===== config.mk =====
export PLATFORM = sky130hd
export DESIGN_NAME = dma_prio_arb
export DESIGN_NICKNAME = d
export VERILOG_FILES = /design/src/rtl/dma_arb_pkg.sv /design/src/rtl/dma_req_cond.sv /design/src/rtl/dma_prio_pick.sv /design/src/rtl/dma_grant_ctl.sv /design/src/rtl/dma_prio_arb.sv
export SDC_FILE = /design/constraint.sdc
export NUM_CORES = 1
export LEC_CHECK = 0
export CORE_UTILIZATION = 40
export DETAILED_ROUTE_END_ITERATION = 8
export PLACE_DENSITY = 0.85
export SYNTH_ARGS = -nofsm -noshare
export SYNTH_HDL_FRONTEND = slang
export SYNTH_SLANG_ARGS = --single-unit

===== constraint.sdc =====
create_clock -name clk -period 3.37 [get_ports clk]
set_input_delay 0.5055 -clock clk [delete_from_list [all_inputs] [get_ports clk]]
set_output_delay 0.5055 -clock clk [all_outputs]
set_load 0.02 [all_outputs]

===== src/rtl/dma_arb_pkg.sv =====
package dma_arb_pkg;

  localparam int unsigned ARB_NCH_DEF = 4;

  // next channel index after v, wrapping at n
  function automatic int unsigned wrap_inc(input int unsigned v, input int unsigned n);
    return (v + 1 >= n) ? 0 : v + 1;
  endfunction

endpackage


===== src/rtl/dma_req_cond.sv =====
module dma_req_cond #(
  parameter int unsigned NCH = dma_arb_pkg::ARB_NCH_DEF
) (
  input  logic [NCH-1:0] dreq_raw,
  input  logic [NCH-1:0] mask,
  input  logic [NCH-1:0] sw_req,
  input  logic           dreq_low,
  output logic [NCH-1:0] eff_req
);

  logic [NCH-1:0] hw_act;

  // R2 level conversion, R3 masking, R4 unmaskable software requests
  always_comb begin
    hw_act  = dreq_low ? ~dreq_raw : dreq_raw;
    eff_req = (hw_act & ~mask) | sw_req;
  end

endmodule


===== src/rtl/dma_prio_pick.sv =====
module dma_prio_pick #(
  parameter int unsigned NCH = dma_arb_pkg::ARB_NCH_DEF,
  localparam int unsigned CW = (NCH > 1) ? $clog2(NCH) : 1
) (
  input  logic [NCH-1:0] req,
  input  logic [CW-1:0]  top,
  input  logic           rotate,
  output logic           found,
  output logic [CW-1:0]  win
);

  logic [CW-1:0] base;
  logic [CW:0]   idx;

  // R5 fixed scan from 0, R6 scan from the rotation base
  always_comb begin
    base  = rotate ? top : '0;
    found = 1'b0;
    win   = '0;
    idx   = '0;
    for (int k = 0; k < int'(NCH); k++) begin
      idx = {1'b0, base} + k[CW:0];
      if (idx >= (CW+1)'(NCH)) idx = idx - (CW+1)'(NCH);
      if (!found && req[idx[CW-1:0]]) begin
        found = 1'b1;
        win   = idx[CW-1:0];
      end
    end
  end

endmodule


===== src/rtl/dma_grant_ctl.sv =====
module dma_grant_ctl #(
  parameter int unsigned NCH = dma_arb_pkg::ARB_NCH_DEF,
  localparam int unsigned CW = (NCH > 1) ? $clog2(NCH) : 1
) (
  input  logic          clk,
  input  logic          rst_n,
  input  logic          mclr,
  input  logic          found,
  input  logic [CW-1:0] win,
  input  logic          halt,
  input  logic          rotate,
  input  logic          svc_done,
  output logic          gnt_valid,
  output logic [CW-1:0] gnt_chan,
  output logic [CW-1:0] top
);

  logic [CW-1:0] after_chan;
  assign after_chan = CW'(dma_arb_pkg::wrap_inc(int'(gnt_chan), NCH));

  always_ff @(posedge clk or negedge rst_n) begin
    if (!rst_n) begin
      gnt_valid <= 1'b0;
      gnt_chan  <= '0;
      top       <= '0;
    end else if (mclr) begin
      gnt_valid <= 1'b0;
      gnt_chan  <= '0;
      top       <= '0;
    end else if (gnt_valid) begin
      if (svc_done) begin
        gnt_valid <= 1'b0;
        gnt_chan  <= '0;
        if (rotate) top <= after_chan;
      end
    end else if (found && !halt) begin
      gnt_valid <= 1'b1;
      gnt_chan  <= win;
    end
  end

  a_r1_clear: assert property (@(posedge clk) disable iff (!rst_n)
    mclr |=> (!gnt_valid && top == '0));
  a_r8_hold: assert property (@(posedge clk) disable iff (!rst_n)
    (gnt_valid && !svc_done && !mclr) |=> (gnt_valid && $stable(gnt_chan)));
  a_r8_release: assert property (@(posedge clk) disable iff (!rst_n)
    (gnt_valid && svc_done) |=> !gnt_valid);
  a_r7_halt: assert property (@(posedge clk) disable iff (!rst_n)
    (!gnt_valid && halt) |=> !gnt_valid);
  a_r11_fixed_keep: assert property (@(posedge clk) disable iff (!rst_n)
    (gnt_valid && svc_done && !rotate && !mclr) |=> $stable(top));
  a_r6_base_moves: assert property (@(posedge clk) disable iff (!rst_n)
    (gnt_valid && svc_done && rotate && !mclr) |=> (top != $past(gnt_chan)));

endmodule


===== src/rtl/dma_prio_arb.sv =====
module dma_prio_arb #(
  parameter int unsigned NCH = dma_arb_pkg::ARB_NCH_DEF,
  localparam int unsigned CW = (NCH > 1) ? $clog2(NCH) : 1
) (
  input  logic           clk,
  input  logic           rst_n,
  input  logic           mclr,
  input  logic [NCH-1:0] dreq_raw,
  input  logic [NCH-1:0] mask,
  input  logic [NCH-1:0] sw_req,
  input  logic           cmd_rotate,
  input  logic           cmd_dreq_low,
  input  logic           cmd_dack_high,
  input  logic           cmd_halt,
  input  logic           svc_done,
  output logic           gnt_valid,
  output logic [CW-1:0]  gnt_chan,
  output logic [NCH-1:0] gnt_vec,
  output logic [NCH-1:0] dack
);

  logic [NCH-1:0] eff_req;
  logic           found;
  logic [CW-1:0]  win;
  logic [CW-1:0]  top;

  dma_req_cond #(.NCH(NCH)) u_cond (
    .dreq_raw (dreq_raw),
    .mask     (mask),
    .sw_req   (sw_req),
    .dreq_low (cmd_dreq_low),
    .eff_req  (eff_req)
  );

  dma_prio_pick #(.NCH(NCH)) u_pick (
    .req    (eff_req),
    .top    (top),
    .rotate (cmd_rotate),
    .found  (found),
    .win    (win)
  );

  dma_grant_ctl #(.NCH(NCH)) u_ctl (
    .clk       (clk),
    .rst_n     (rst_n),
    .mclr      (mclr),
    .found     (found),
    .win       (win),
    .halt      (cmd_halt),
    .rotate    (cmd_rotate),
    .svc_done  (svc_done),
    .gnt_valid (gnt_valid),
    .gnt_chan  (gnt_chan),
    .top       (top)
  );

  // R10 one-hot decode, R9 acknowledge level
  generate
    for (genvar g = 0; g < int'(NCH); g++) begin : g_ack
      assign gnt_vec[g] = gnt_valid && (gnt_chan == CW'(g));
      assign dack[g]    = cmd_dack_high ? gnt_vec[g] : ~gnt_vec[g];
    end
  endgenerate

  a_r8_grant_requested: assert property (@(posedge clk) disable iff (!rst_n)
    $rose(gnt_valid) |-> (($past(eff_req) & gnt_vec) != '0));
  a_r5_fixed_lowest: assert property (@(posedge clk) disable iff (!rst_n)
    ($rose(gnt_valid) && !$past(cmd_rotate)) |-> (($past(eff_req) & (gnt_vec - 1'b1)) == '0));
  a_r10_onehot: assert property (@(posedge clk) disable iff (!rst_n)
    gnt_valid |-> $onehot(gnt_vec));

endmodule


Word level (Yosys, flattened, before mapping)

Index checks and enable logic that the tools add are counted.

Register bits after elaboration: 5
Bits in latches: 0
RAM bits: 0
Bits in read-only memories: 0
Bits of input ports: 20
Output and inout port bits: 11
Word-level logic and storage cells: 90
Memories: 0

Add/sub/neg operators: 8
$mul: 0
Div/mod/pow operators: 0
$lt $le $gt $ge: 9
Equal/unequal tests: 4
Shift operators: 0
Muxes and demuxes: 39
Bitwise gates (word level): 8
Reductions and logical operators: 19

Operator list:

| kind                                                                                 | number |
|---|---|
| 2-bit two-way mux                                                                    | 18 |
| 1-bit two-way mux                                                                    | 16 |
| 3-bit greater-or-equal comparator (second input constant)                            | 4 |
| 2-bit by 3-bit less-than comparator with 1-bit output (second input constant)        | 4 |
| 1-bit binary-select mux with 2-bit select                                            | 4 |
| 1-bit logical AND                                                                    | 8 |
| 4-bit inverter                                                                       | 2 |
| 2-bit by 1-bit subtractor with 2-bit output (second input constant)                  | 4 |
| 2-bit by 1-bit adder with 3-bit output (second input constant)                       | 2 |
| 2-bit by 2-bit adder with 3-bit output (second input constant)                       | 2 |
| 2-bit nonzero test                                                                   | 3 |
| 4-bit AND                                                                            | 1 |
| 2-bit == test (second input constant)                                                | 2 |
| 1-bit logical NOT                                                                    | 4 |
| 4-bit two-way mux                                                                    | 1 |
| 1-bit inverter                                                                       | 4 |
| 4-bit OR                                                                             | 1 |
| 2-bit by 3-bit greater-or-equal comparator with 1-bit output (second input constant) | 1 |
| 3-bit inequality test (second input constant)                                        | 1 |
| 3-bit AND reduction                                                                  | 1 |
| 3-bit nonzero test                                                                   | 1 |
| 2-bit by 1-bit == test with 1-bit output (second input constant)                     | 1 |
| 2-bit logical NOT                                                                    | 1 |
| 2-bit AND reduction                                                                  | 1 |

Logic depth before layout (Yosys ltp)

Gate-level depths: netlist (run 1).

Word-level depth: 20
Gate-level depth with buffers: 7
Gate-level depth less buffers: 6

Hierarchy

Synthesis (run 1) repeated with hierarchy kept, for this count alone.

Cells, all modules: 86
Area total of the unflattened synthesis: 723.2 um^2

Modules (own cells, without submodules):

| module        | instances | cells an instance | area an instance (um^2) | seq. area each (um^2) |
|---|---|---|---|---|
| dma_prio_pick | 1         | 45                | 310.3                   | 0.0 |
| dma_grant_ctl | 1         | 23                | 246.5                   | 125.1 |
| dma_prio_arb  | 1         | 9                 | 90.1                    | 0.0 |
| dma_req_cond  | 1         | 9                 | 76.3                    | 0.0 |

Worst setup path before layout (run 1)

No wires, ideal clock.

Kind: register to output
Start point: register u_ctl.gnt_chan[0]
End point: output dack[2]
Data arrival time: 1.472 ns
Required time: 2.864 ns
Slack: 1.393 ns
Cell stages (with the launch flop): 5
Cells stage by stage: dfrtp_1 -> inv_1 -> ha_1 -> and2_1 -> xnor2_1

Longest elaborated chain between the ends: 4

RTL lines:

| what                   | RTL line            | text |
|---|---|---|
| start, declared        | dma_grant_ctl.sv:14 | `output logic [CW-1:0] gnt_chan,` |
| start signal, assigned | dma_grant_ctl.sv:38 | `gnt_chan <= win;` |
| 2-bit == test *        | dma_prio_arb.sv:60  | `assign gnt_vec[g] = gnt_valid && (gnt_chan == CW'(g));` |
| 1-bit logical AND *    | dma_prio_arb.sv:60  |  |
| named net gnt_vec[2]   | dma_prio_arb.sv:18  | `output logic [NCH-1:0] gnt_vec,` |
| 1-bit inverter         | dma_prio_arb.sv:61  | `assign dack[g] = cmd_dack_high ? gnt_vec[g] : ~gnt_vec[g];` |
| 1-bit two-way mux *    | dma_prio_arb.sv:61  |  |
| end, declared          | dma_prio_arb.sv:19  | `output logic [NCH-1:0] dack` |

The timed path passes the listed nets; every way through them passes the cells marked *.

Worst setup path after layout (run 1)

Start point: register u_ctl.gnt_chan[0]
End point: output dack[2]

Longest elaborated chain between the ends: 4

RTL lines:

| what                | RTL line |
|---|---|
| 2-bit == test *     | dma_prio_arb.sv:60 |
| 1-bit logical AND * | dma_prio_arb.sv:60 |
| 1-bit inverter      | dma_prio_arb.sv:61 |
| 1-bit two-way mux * | dma_prio_arb.sv:61 |

Every way passes the cells marked *; elsewhere a longest branch is shown, timed or not.

==> results.toml, run 1 <==
[global_route]
grt_pass1_wl_um = 2801
use_met1 = 0.2427
grt-ovfl-total = 0
first_global_vias = 672
grt_start_max_net_pins = 11
met3_usage = 0.02586
grt-busiest-layer = "met2"
gr-usage-met2 = 0.3538
antenna_found_initial = 0
track_usage = 0.2078

[placed_design]
dpl.cell_count = 122
gp_congestion = 0.7197
dp_hpwl_um = 1338
place_area_sq_um = 942.2
io_buffers = 30
pre_cts_ws_ps = 990.5

[setup_path]
cp_cell_sequence = "inv_1 -> ha_1 -> and2_1 -> xnor2_1 -> clkdlybuf4s50_1"
critPathMaxStageDelay_ps = 620
critical_path_arrival_ps = 1970
critPathSlowestCell = "clkdlybuf4s50_1"
crit_fanout = 7
crit_required_ps = 2860
crit_type = "reg -> out"
critPathLaunchType = "register"
crit_family = "buffers and inverters"
crit_path_end_kind = "primary output"
path_buf_inv = 2
reg2reg_slack_ps = 1880

[yosys]
yosys-top-cells-area = "dfrtp_1 19%, xnor2_1 11%, ha_1 9.6%, o21bai_4 5.7%, nor2_1 4.6%"
syn_area_sq_um = 654.4
yosys-top-cells-count = "8 x nor2_1, 8 x xnor2_1, 6 x inv_1"
synth_ff_type = "dfrtp_1"
syn_nets = 105
synth_seq_cells = 5
synth-async-reset-ratio = 1.000
yosysTopAreaCell = "dfrtp_1"
ys_warn_count = 0
yosysSeqAreaShare = 0.1912
synth-edff-count = 0
syn_inst = 80
synth_top_area_frac = 0.1912
ys_types = 34
avgSynthCellArea_sq_um = 8.180

[detailed_routing]
drc = 0
wire_per_inst_um = 12.63
ant_nets = 0
drt-total-wl_um = 1591
dr.pass1.iters = 4
avgViaCountPerCell = 5.381
drt_iter0_markers = 21
vias = 678

[pwr]
p_int_mw = 0.1588
power_frac_clock = 0.296
p_per_area_mw_per_mm2 = 238.5
switching_share = 0.3125
combPwrFrac = 0.411
seqPwrFrac = 0.292
total_power_mw = 0.2310
vdd_drop_max_v = 0.0002746
p_leak_nw = 0.3899
p_sw_mw = 0.07217

[timing]
hold_viol = 0
max_freq_ghz = 0.4037
tightest_slew_ps = 356.9
hold_ws_ps = 477.7
relSlewSlack = 0.7621
layout_setup_ws_ps = 893.0
min_period_ps = 2477
rsz0062_at_grt = "false"
setup_viol = 0
finClkSkew_ps = 0.3956
setup_tns_ps = 0
period_share = 0.7350
finalMaxSlewViolations = 0

[cts]
clkTransAtPathRegs_ps = 40
htreeDepth = 1
postCtsSetupBuffers = 0
cts_made_buffers = 3
worstSkewPairLatency_ps = 240
clk_path_buf_depth = 2
ctsResizeCount = 0
hold_buffers = 0
cts_num_sinks = 5
root_buffer = "clkbuf_4"
cts_tree = "done"

[cells_and_area]
drive_gt1_frac = 0.09091
layout.cells.non_filler = 126
finalCoreUtilization = 0.6355
antenna_cells = 0
fin_nets = 136
stdcell_area_sq_um = 968.4
fillers = 137
area_growth_pct = 47.99

[run_status]
status = "complete, no violations"

[floorplan]
initial_core_util = 0.4294
std_cell_rows = 14
coreArea_sq_mm = 0.001524
dieArea_sq_mm = 0.001802
die_h_um = 42.45
ios = 31
die_w_um = 42.45

[worst_hold_path]
hold_class = "in -> async"

[run]
maxCapViolCount = 0
[cell usage in the layout (no fill, tap or decap), types with 2 or more instances in the layout]
master / n
clkdlybuf4s50_1: 30
xnor2_1: 8
nor2_1: 8
inv_1: 6
a21oi_1: 5
ha_1: 5
dfrtp_1: 5
and2_1: 4
o21ai_1: 4
nand2_1: 3
o21ai_0: 3
clkbuf_4: 3
o21bai_4: 2
a31oi_1: 2
o22ai_1: 2
nor3_1: 2
o211ai_1: 2
[power groups by stage]
stage | combinational [mW] | clock [mW] | sequential [mW]
global placement | 0.0927 | 0 | 0.0680
CTS | 0.0955 | 0.0717 | 0.0674
finish | 0.0950 | 0.0684 | 0.0676
floorplan | 0.0505 | 0 | 0.0683
global route | 0.103 | 0.0765 | 0.0681
detailed placement | 0.0954 | 0 | 0.0683
[state kept, by name (all words and copies together), names as in the netlist]
signal           count
u_ctl.gnt_chan       2
u_ctl.top            2
u_ctl.gnt_valid      1
[worst paths after layout]
| check | end | depth (start not counted) | from |
|---|---|---|---|
| max | dack[2] | 5 | u_ctl.gnt_chan[0] |
| min | u_ctl.top[1] | 1 | rst_n |
| max reg2reg | u_ctl.gnt_chan[0] | 5 | u_ctl.top[0] |
| min reg2reg | u_ctl.gnt_chan[0] | 1 | u_ctl.gnt_chan[0] |
| max in group asynchronous | u_ctl.gnt_chan[0] | 1 | rst_n |
| min in group clk | u_ctl.gnt_chan[0] | 1 | u_ctl.gnt_chan[0] |
[per-layer routing]
layer  up-vias  wire, um
met3         4        31
met2        11       838
li1        339         -
met1       324       678
met4         0        42
met5         -         0
[logic make-up after synthesis]
family          share of synthesized area
mux                               0.01530
buf+inv                           0.08411
xor+xnor                           0.1205
simple gates                       0.1778
fa+ha+maj                         0.09560
compound gates                     0.3155
flops                              0.1912
[area by class of cell]
cell class	count	area (sq um)	area share
tap	16	20.02	0.02067
inverter	6	22.52	0.02326
timing repair buffer	30	300.3	0.3101
clock buffer	4	26.28	0.02713
multi-input combinational	65	474.2	0.4897
sequential	5	125.1	0.1292
Power figures use the tool's default switching activity.
==> run 2, diff against run 1 <==
Clock period 3.37 ns to 2.6 ns, I/O delays scaled along.
==> results of run 2 <==
The final DEF is identical to that of run 1. Status: complete, no violations.
Main changes from that run: final weighted congestion in routability-driven placement 0.7197 -> 0.7198; setup slack after placement 990.5 ps -> 451.5 ps; setup slack after layout 893.0 ps -> 238.5 ps; hold slack 477.7 ps -> 362.2 ps; register-to-register setup slack 1880 ps -> 1110 ps; total power 0.2310 mW -> 0.2994 mW; worst IR drop on VDD 0.0002746 V -> 0.0003560 V
==> run 3, diff against run 2 <==
Settings changed: CAP_MARGIN set to 20, CTS_CLUSTER_SIZE set to 28.
==> results of run 3 <==
The final DEF is identical to that of run 1. Status: complete, no violations.
Main changes from that run: final weighted congestion in routability-driven placement 0.7197 -> 0.7198; setup slack after placement 990.5 ps -> 451.5 ps; setup slack after layout 893.0 ps -> 238.5 ps; hold slack 477.7 ps -> 362.2 ps; register-to-register setup slack 1880 ps -> 1110 ps; total power 0.2310 mW -> 0.2994 mW; worst IR drop on VDD 0.0002746 V -> 0.0003560 V
